$ cat config.mk
export PLATFORM = sky130hd
export DESIGN_NAME = mesh_ray_dispatch
export DESIGN_NICKNAME = d
export VERILOG_FILES = /design/src/rtl/rtmesh_pkg.sv /design/src/rtl/rr_arb.sv /design/src/rtl/ret_router.sv /design/src/rtl/emit_planner.sv /design/src/rtl/mesh_ray_dispatch.sv
export SDC_FILE = /design/constraint.sdc
export NUM_CORES = 2
export LEC_CHECK = 0
export ABC_AREA = 1
export BUFFER_PORTS_ARGS = -buffer_cell sky130_fd_sc_hd__buf_2
export CORE_AREA = 2 2 578 580
export DETAILED_ROUTE_END_ITERATION = 10
export DIE_AREA = 0 0 580 582
export PLACE_DENSITY = 0.36
export SYNTH_ARGS = -nofsm -noshare
export SYNTH_HDL_FRONTEND = slang
export SYNTH_SLANG_ARGS = --single-unit
export TNS_END_PERCENT = 30
$ cat constraint.sdc
create_clock -name clk_i -period 5.5 [get_ports clk_i]
set_clock_uncertainty 0.1 [all_clocks]
set_input_delay 0.55 -clock clk_i [delete_from_list [all_inputs] [get_ports clk_i]]
set_output_delay 0.55 -clock clk_i [all_outputs]
set_load 0.05 [all_outputs]
$ cat src/rtl/rtmesh_pkg.sv
package rtmesh_pkg;
  parameter int AX_W  = 8;
  parameter int COL_W = 8;
  parameter int NCOL  = 3;
  parameter int PIX_W = 8;
  parameter int CTR_W = 8;
  parameter int NIN   = 6;
  parameter int NOUT  = 6;

  localparam int VEC_W = 3 * AX_W;
  localparam int INT_W = NCOL * COL_W;

  typedef enum logic [1:0] {K_RAY = 2'd0, K_RET = 2'd1, K_CLR = 2'd2} kind_e;

  typedef struct packed {
    kind_e              kind;
    logic [VEC_W-1:0]   dir;
    logic [INT_W-1:0]   inten;
    logic [PIX_W-1:0]   home_y;
    logic [PIX_W-1:0]   home_x;
    logic [VEC_W-1:0]   entry;
    logic [CTR_W-1:0]   ctr;
  } pkt_t;

  localparam int PKT_W = $bits(pkt_t);

  localparam logic [2:0] P_NORTH = 3'd0;
  localparam logic [2:0] P_EAST  = 3'd1;
  localparam logic [2:0] P_SOUTH = 3'd2;
  localparam logic [2:0] P_WEST  = 3'd3;
  localparam logic [2:0] P_SELF  = 3'd4;
  localparam logic [2:0] P_ACC   = 3'd5;
endpackage

$ cat src/rtl/rr_arb.sv
module rr_arb #(
  parameter int N  = 6,
  parameter int IW = $clog2(N)
) (
  input  logic          clk_i,
  input  logic          rst_ni,
  input  logic [N-1:0]  req_i,
  input  logic          take_i,
  output logic [N-1:0]  gnt_o,
  output logic [IW-1:0] gnt_idx_o
);
  logic [IW-1:0] last_q;

  always_comb begin
    logic found;
    found     = 1'b0;
    gnt_o     = '0;
    gnt_idx_o = '0;
    for (int k = 1; k <= N; k++) begin
      int c;
      c = (int'(last_q) + k) % N;
      if (!found && req_i[c]) begin
        found     = 1'b1;
        gnt_o[c]  = 1'b1;
        gnt_idx_o = IW'(c);
      end
    end
  end

  always_ff @(posedge clk_i or negedge rst_ni) begin
    if (!rst_ni)                 last_q <= IW'(N - 1);
    else if (take_i && |req_i)   last_q <= gnt_idx_o;
  end
endmodule

$ cat src/rtl/ret_router.sv
module ret_router
  import rtmesh_pkg::*;
#(
  parameter int NODE_X     = 1,
  parameter int NODE_Y     = 1,
  parameter int PIX_X_LOG2 = 1,
  parameter int PIX_Y_LOG2 = 1
) (
  input  logic [PIX_W-1:0] home_x_i,
  input  logic [PIX_W-1:0] home_y_i,
  output logic [2:0]       port_o
);
  localparam logic [PIX_W-1:0] NX = PIX_W'(NODE_X);
  localparam logic [PIX_W-1:0] NY = PIX_W'(NODE_Y);

  logic [PIX_W-1:0] hx, hy;
  assign hx = home_x_i >> PIX_X_LOG2;
  assign hy = home_y_i >> PIX_Y_LOG2;

  always_comb begin
    if (hx > NX)      port_o = P_EAST;
    else if (hx < NX) port_o = P_WEST;
    else if (hy > NY) port_o = P_NORTH;
    else if (hy < NY) port_o = P_SOUTH;
    else              port_o = P_ACC;
  end
endmodule

$ cat src/rtl/emit_planner.sv
module emit_planner
  import rtmesh_pkg::*;
#(
  parameter int NODE_X     = 1,
  parameter int NODE_Y     = 1,
  parameter int PIX_X_LOG2 = 1,
  parameter int PIX_Y_LOG2 = 1
) (
  input  pkt_t             pkt_i,
  input  logic             launch_i,
  input  logic             hit_i,
  input  logic             diffuse_i,
  input  logic             specular_i,
  input  logic             transparent_i,
  input  logic [2:0]       exit_i,
  input  logic             light_i,
  input  logic [INT_W-1:0] light_int_i,
  input  logic [INT_W-1:0] diff_int_i,
  input  logic [VEC_W-1:0] refl_dir_i,
  input  logic [INT_W-1:0] refl_int_i,
  input  logic [VEC_W-1:0] trans_dir_i,
  input  logic [INT_W-1:0] trans_int_i,
  input  logic [VEC_W-1:0] hit_pos_i,
  output logic [1:0]       n_o,
  output logic [2:0]       port_o [3],
  output pkt_t             pkt_o  [3]
);
  logic [2:0] home_port;

  ret_router #(
    .NODE_X(NODE_X), .NODE_Y(NODE_Y),
    .PIX_X_LOG2(PIX_X_LOG2), .PIX_Y_LOG2(PIX_Y_LOG2)
  ) u_route (
    .home_x_i(pkt_i.home_x),
    .home_y_i(pkt_i.home_y),
    .port_o  (home_port)
  );

  function automatic pkt_t mk_ret(pkt_t src, logic [INT_W-1:0] inten, logic [CTR_W-1:0] ctr);
    pkt_t r;
    r        = '0;
    r.kind   = K_RET;
    r.inten  = inten;
    r.home_x = src.home_x;
    r.home_y = src.home_y;
    r.ctr    = ctr;
    return r;
  endfunction

  function automatic pkt_t mk_ray(pkt_t src, logic [VEC_W-1:0] dir, logic [INT_W-1:0] inten,
                                  logic [VEC_W-1:0] entry, logic [CTR_W-1:0] ctr);
    pkt_t r;
    r        = '0;
    r.kind   = K_RAY;
    r.dir    = dir;
    r.inten  = inten;
    r.home_x = src.home_x;
    r.home_y = src.home_y;
    r.entry  = entry;
    r.ctr    = ctr;
    return r;
  endfunction

  logic [1:0]       nflags;
  logic [CTR_W-1:0] ctr_one, ctr_two;

  assign nflags  = 2'(diffuse_i) + 2'(specular_i) + 2'(transparent_i);
  assign ctr_one = pkt_i.ctr + CTR_W'(nflags >= 2'd2);
  assign ctr_two = ctr_one + CTR_W'(nflags == 2'd3);

  always_comb begin
    int unsigned n;
    pkt_t        clr;
    n = 0;
    for (int i = 0; i < 3; i++) begin
      port_o[i] = P_ACC;
      pkt_o[i]  = '0;
    end
    clr        = '0;
    clr.kind   = K_CLR;
    clr.home_x = pkt_i.home_x;
    clr.home_y = pkt_i.home_y;

    if (launch_i) begin
      port_o[0] = P_ACC;
      pkt_o[0]  = clr;
      port_o[1] = P_SELF;
      pkt_o[1]  = mk_ray(pkt_i, '0, '0, '0, '0);
      n = 2;
    end else if (pkt_i.kind != K_RAY) begin
      port_o[0] = home_port;
      pkt_o[0]  = pkt_i;
      n = 1;
    end else if (!hit_i) begin
      if (exit_i >= 3'd4) begin
        port_o[0] = home_port;
        pkt_o[0]  = mk_ret(pkt_i, light_i ? light_int_i : '0, pkt_i.ctr);
      end else begin
        port_o[0] = exit_i;
        pkt_o[0]  = pkt_i;
      end
      n = 1;
    end else if (nflags == 2'd0) begin
      port_o[0] = home_port;
      pkt_o[0]  = mk_ret(pkt_i, '0, pkt_i.ctr);
      n = 1;
    end else begin
      if (diffuse_i) begin
        port_o[n] = home_port;
        pkt_o[n]  = mk_ret(pkt_i, diff_int_i, ctr_one);
        n++;
      end
      if (specular_i) begin
        port_o[n] = P_SELF;
        pkt_o[n]  = mk_ray(pkt_i, refl_dir_i, refl_int_i, hit_pos_i, ctr_two);
        n++;
      end
      if (transparent_i) begin
        port_o[n] = P_SELF;
        pkt_o[n]  = mk_ray(pkt_i, trans_dir_i, trans_int_i, hit_pos_i, ctr_two);
        n++;
      end
    end
    n_o = 2'(n);
  end
endmodule

$ cat src/rtl/mesh_ray_dispatch.sv
module mesh_ray_dispatch
  import rtmesh_pkg::*;
#(
  parameter int NODE_X     = 1,
  parameter int NODE_Y     = 1,
  parameter int PIX_X_LOG2 = 1,
  parameter int PIX_Y_LOG2 = 1
) (
  input  logic                  clk_i,
  input  logic                  rst_ni,
  input  logic [NIN-1:0]        in_valid_i,
  output logic [NIN-1:0]        in_ready_o,
  input  logic [NIN*PKT_W-1:0]  in_pkt_i,
  output logic [NOUT-1:0]       out_valid_o,
  input  logic [NOUT-1:0]       out_ready_i,
  output logic [NOUT*PKT_W-1:0] out_pkt_o,
  output logic                  isect_req_o,
  output logic [PKT_W-1:0]      isect_ray_o,
  input  logic                  isect_hit_i,
  input  logic                  isect_diffuse_i,
  input  logic                  isect_specular_i,
  input  logic                  isect_transparent_i,
  input  logic [2:0]            isect_exit_i,
  input  logic                  isect_light_i,
  input  logic [INT_W-1:0]      isect_light_int_i,
  input  logic [INT_W-1:0]      isect_diff_int_i,
  input  logic [VEC_W-1:0]      isect_refl_dir_i,
  input  logic [INT_W-1:0]      isect_refl_int_i,
  input  logic [VEC_W-1:0]      isect_trans_dir_i,
  input  logic [INT_W-1:0]      isect_trans_int_i,
  input  logic [VEC_W-1:0]      isect_hit_pos_i
);
  localparam int IW    = $clog2(NIN);
  localparam int PIX_I = PIX_X_LOG2 + PIX_Y_LOG2;
  localparam logic [PIX_I-1:0] PIX_LAST = '1;

  typedef enum logic [1:0] {S_IDLE, S_PLAN, S_EMIT} state_e;

  state_e           state_q;
  pkt_t             hold_q;
  logic             launch_q;
  logic [PIX_I-1:0] pix_q;
  logic             pix_done_q;
  logic [1:0]       slot_n_q, slot_idx_q;
  logic [2:0]       slot_port_q [3];
  pkt_t             slot_pkt_q  [3];

  logic [NIN-1:0] gnt;
  logic [IW-1:0]  gnt_idx;
  logic           take;
  logic [1:0]     plan_n;
  logic [2:0]     plan_port [3];
  pkt_t           plan_pkt  [3];
  pkt_t           launch_pkt;
  pkt_t           in_sel;
  logic [2:0]     cur_port;
  pkt_t           cur_pkt;

  assign take = (state_q == S_IDLE);

  rr_arb #(.N(NIN)) u_arb (
    .clk_i    (clk_i),
    .rst_ni   (rst_ni),
    .req_i    (in_valid_i),
    .take_i   (take),
    .gnt_o    (gnt),
    .gnt_idx_o(gnt_idx)
  );

  assign in_ready_o = take ? gnt : '0;
  assign in_sel     = pkt_t'(in_pkt_i[gnt_idx*PKT_W +: PKT_W]);

  always_comb begin
    launch_pkt        = '0;
    launch_pkt.kind   = K_RAY;
    launch_pkt.home_x = PIX_W'(NODE_X << PIX_X_LOG2) | PIX_W'(pix_q[PIX_X_LOG2-1:0]);
    launch_pkt.home_y = PIX_W'(NODE_Y << PIX_Y_LOG2) | PIX_W'(pix_q[PIX_X_LOG2 +: PIX_Y_LOG2]);
  end

  emit_planner #(
    .NODE_X(NODE_X), .NODE_Y(NODE_Y),
    .PIX_X_LOG2(PIX_X_LOG2), .PIX_Y_LOG2(PIX_Y_LOG2)
  ) u_plan (
    .pkt_i        (hold_q),
    .launch_i     (launch_q),
    .hit_i        (isect_hit_i),
    .diffuse_i    (isect_diffuse_i),
    .specular_i   (isect_specular_i),
    .transparent_i(isect_transparent_i),
    .exit_i       (isect_exit_i),
    .light_i      (isect_light_i),
    .light_int_i  (isect_light_int_i),
    .diff_int_i   (isect_diff_int_i),
    .refl_dir_i   (isect_refl_dir_i),
    .refl_int_i   (isect_refl_int_i),
    .trans_dir_i  (isect_trans_dir_i),
    .trans_int_i  (isect_trans_int_i),
    .hit_pos_i    (isect_hit_pos_i),
    .n_o          (plan_n),
    .port_o       (plan_port),
    .pkt_o        (plan_pkt)
  );

  assign isect_req_o = (state_q == S_PLAN) && !launch_q && (hold_q.kind == K_RAY);
  assign isect_ray_o = hold_q;

  assign cur_port = slot_port_q[slot_idx_q];
  assign cur_pkt  = slot_pkt_q[slot_idx_q];

  for (genvar p = 0; p < NOUT; p++) begin : g_out
    logic sel;
    assign sel = (state_q == S_EMIT) && (cur_port == 3'(p));
    assign out_valid_o[p] = sel;
    assign out_pkt_o[p*PKT_W +: PKT_W] = sel ? cur_pkt : '0;
  end

  always_ff @(posedge clk_i or negedge rst_ni) begin
    if (!rst_ni) begin
      state_q    <= S_IDLE;
      hold_q     <= '0;
      launch_q   <= 1'b0;
      pix_q      <= '0;
      pix_done_q <= 1'b0;
      slot_n_q   <= '0;
      slot_idx_q <= '0;
      for (int i = 0; i < 3; i++) begin
        slot_port_q[i] <= P_ACC;
        slot_pkt_q[i]  <= '0;
      end
    end else begin
      case (state_q)
        S_IDLE: begin
          if (|in_valid_i) begin
            hold_q   <= in_sel;
            launch_q <= 1'b0;
            state_q  <= S_PLAN;
          end else if (!pix_done_q) begin
            hold_q   <= launch_pkt;
            launch_q <= 1'b1;
            pix_q    <= pix_q + 1'b1;
            if (pix_q == PIX_LAST) pix_done_q <= 1'b1;
            state_q  <= S_PLAN;
          end
        end
        S_PLAN: begin
          slot_n_q   <= plan_n;
          slot_idx_q <= '0;
          for (int i = 0; i < 3; i++) begin
            slot_port_q[i] <= plan_port[i];
            slot_pkt_q[i]  <= plan_pkt[i];
          end
          state_q <= S_EMIT;
        end
        S_EMIT: begin
          if (out_ready_i[cur_port]) begin
            if (slot_idx_q + 2'd1 >= slot_n_q) state_q <= S_IDLE;
            else                               slot_idx_q <= slot_idx_q + 2'd1;
          end
        end
        default: state_q <= S_IDLE;
      endcase
    end
  end
endmodule

==> impl_metrics.tcl <==
set metrics [dict create \
    coreArea_sq_mm 0.3318 \
    synthFlopType "dfrtp_1" \
    yosysMostFrequentCell "nand2_1" \
    synth_area_per_cell_sq_um 6.108 \
    wire_per_inst_microns 27.21 \
    initial_core_util_pct 8.936 \
    cts_root_buffer "clkbuf_16" \
    drc 0 \
    cts_sinks 406 \
    grt_first_pass_wirelength_microns 384800 \
    hp-start "in_pkt_i[478]" \
    drt-met1-wl_microns 133600 \
    async_reset_ff_share_pct 100.0 \
    yosys-top-cells-count "2032 x nand2_1, 679 x nor2_1, 421 x o21ai_0" \
    finalCritPeriodShare_pct 95.41 \
    htree_levels 3 \
    dp.cells 10620 \
    cts_buffer_depth 4 \
    cts_tree "yes" \
    ys_types 54 \
    maxCapViolCount 0 \
    route.met2.wl_microns 136700 \
    io_buffers 1476 \
    required_ns 4.85 \
    nets 7256 \
    grt_usage_pct 16.94 \
    drtIter0Drc 2905 \
    synth_largest_area_cell "dfrtp_1" \
    postRouteAntennaNets 0 \
    ys_warn_count 0 \
    clk_latency_ns 0.80 \
    endpoint_kind "primary output" \
    fp.dieW_microns 580 \
    fin_setup_tns_ns 0 \
    grt_overflow 0 \
    totalWireLength_microns 297300 \
    critical_path_class "reg2out" \
    grt_pass1_vias 39400 \
    crit_path_start_kind "register" \
    synthCells 4855 \
    worst_pin_slew_ns 1.323 \
    syn_nets 5666 \
    finish.utilization_pct 14.19 \
    rr_startpoint "u_arb.last_q[0]" \
    route.top_layer_used "met5" \
    rows 212 \
    period_needed_ns 5.248 \
    stdcell_count 10930 \
    min_path_type "in2reg" \
    firstDrtPassIters 6 \
    synth-edff-count 0 \
    num_vias 40260 \
    slew_viol_final 0 \
    cts.clk_slew.worst_paths_ns 0.06 \
    cp_max_fo 9 \
    synth_top_area_share_pct 33.76 \
    viasPerCell 3.685 \
    dp_hpwl_microns 244600 \
    antenna_found_initial 167 \
    setup_viol 0 \
    status "completed" \
    place_congestion 0.9040 \
    io_pins 1477 \
    synthesis.area_sq_mm 0.02965 \
    synth_area_leaders "dfrtp_1 34%, nand2_1 26%, nor2_1 8.6%" \
    fp.dieArea_sq_mm 0.3376 \
    synth-seq-cells 406 \
    seq_area_frac_synth_pct 34.29 \
    worstSetupStartpoint "u_arb.last_q[0]" \
    area_growth_pct 58.83 \
    drive_gt1_share_pct 29.73 \
    hold_viol 0 \
    numCtsBuffers 73 \
    fmax_mhz 190.6 \
    cp.arrival_ns 4.60 \
    die_h_microns 582 \
    grt_max_degree 117 \
    slew_headroom_pct 11.78 \
    route.met3.wl_microns 16900 \
]
==> through the flow <==
stage / cell area [sq um] / setup WS [ns] / hold slack [ns]
after CTS: 46810 / 0.006036 / 0.001311
after global routing: 47030 / -0.02882 / 0.04212
after detailed placement: 43280 / 0.3573 / 0.3726
final: 47100 / 0.2523 / 0.06821
after global placement: 43280 / 0.2740 / 0.3655
after floorplan: 29650 / 0.6451 / 0.1544
==> flip-flops by register name (all words and copies together) (netlist names) <==
| name | count |
|---|---|
| isect_ray_o | 98 |
| launch_q | 1 |
| pix_done_q | 1 |
| pix_q | 2 |
| slot_idx_q | 2 |
| slot_n_q | 2 |
| slot_pkt_q | 290 |
| slot_port_q | 5 |
| state_q | 2 |
| u_arb.last_q | 3 |
==> layout by cell type, fill, tap and decap left out, types with 88 or more instances in the layout <==
master	n
buf_2	1469
nand3_1	266
nand2_1	2027
inv_1	287
dfrtp_1	398
buf_4	225
dlygate4sd3_1	126
o21ai_0	418
nor2_1	672
a22oi_1	88
==> worst max-delay path: stages (launching register included) <==
cell	delay, ns
dfstp_2	0.57
buf_6	0.17
ha_2	0.22
inv_1	0.07
nand2_1	0.09
nand2_1	0.08
ha_1	0.27
inv_1	0.06
nand3_1	0.07
nand2_1	0.11
nand2_2	0.11
nor2_2	0.11
nand2_1	0.10
nand2_2	0.13
nand3_1	0.15
nand2_4	0.15
nand2_4	0.08
nor2_8	0.17
nand3_1	0.12
nor2_1	0.28
o21ai_0	0.18
a41oi_2	0.30
buf_6	0.21
==> metal layers <==
metal | vias to the layer above | track usage (%)
met5 | - | 0
met4 | 58 | 4.822
met3 | 414 | 3.260
met2 | 1741 | 28.02
met1 | 19370 | 22.23
li1 | 18670 | -
==> kinds of logic after synthesis <==
logic type / after synthesis / share of synthesized area, %
buffers and inverters: 651 / 9.587
XOR/XNOR: 9 / 0.2658
multiplexers: 1 / 0.03797
AND/OR/NAND/NOR: 3032 / 40.12
flip-flops: 406 / 34.29
AO/OA/AOI/OAI: 723 / 14.28
adder cells (fa/ha/maj): 33 / 1.418
==> area by class of cell <==
cell class / count / area (sq um)
clock inverters: 21 / 205.2
inverters: 312 / 1241
multi-input cells: 3798 / 16900
well taps: 4387 / 5489
diodes: 47 / 117.6
fillers: 39190 / 284700
clock buffers: 100 / 2048
flip-flops and latches: 406 / 10170
repair buffers: 1854 / 10920
==> what timing repair did <==
action / 4_1_cts / 5_1_grt
setup endpoints to repair: 6 / 13
hold buffers: 126 / 0
resized for setup: 4 / 26
endpoints found under the hold margin: 209 / 0
pin swaps: 0 / 3
setup buffers: 0 / 10
==> worst paths after layout <==
kind	slack, ns	to	cells past startpoint
max	0.25	in_ready_o[1]	22
min	0.07	isect_ray_o[86]	7
max reg2reg	0.39	isect_ray_o[1]	29
min reg2reg	0.38	slot_pkt_q[134]	2
max in group asynchronous	3.75	u_arb.last_q[1]	3
min in group asynchronous	0.21	slot_pkt_q[185]	2
Power is not shown: default switching activity piles up to over one toggle a cycle in this logic, so the estimate is an artifact.
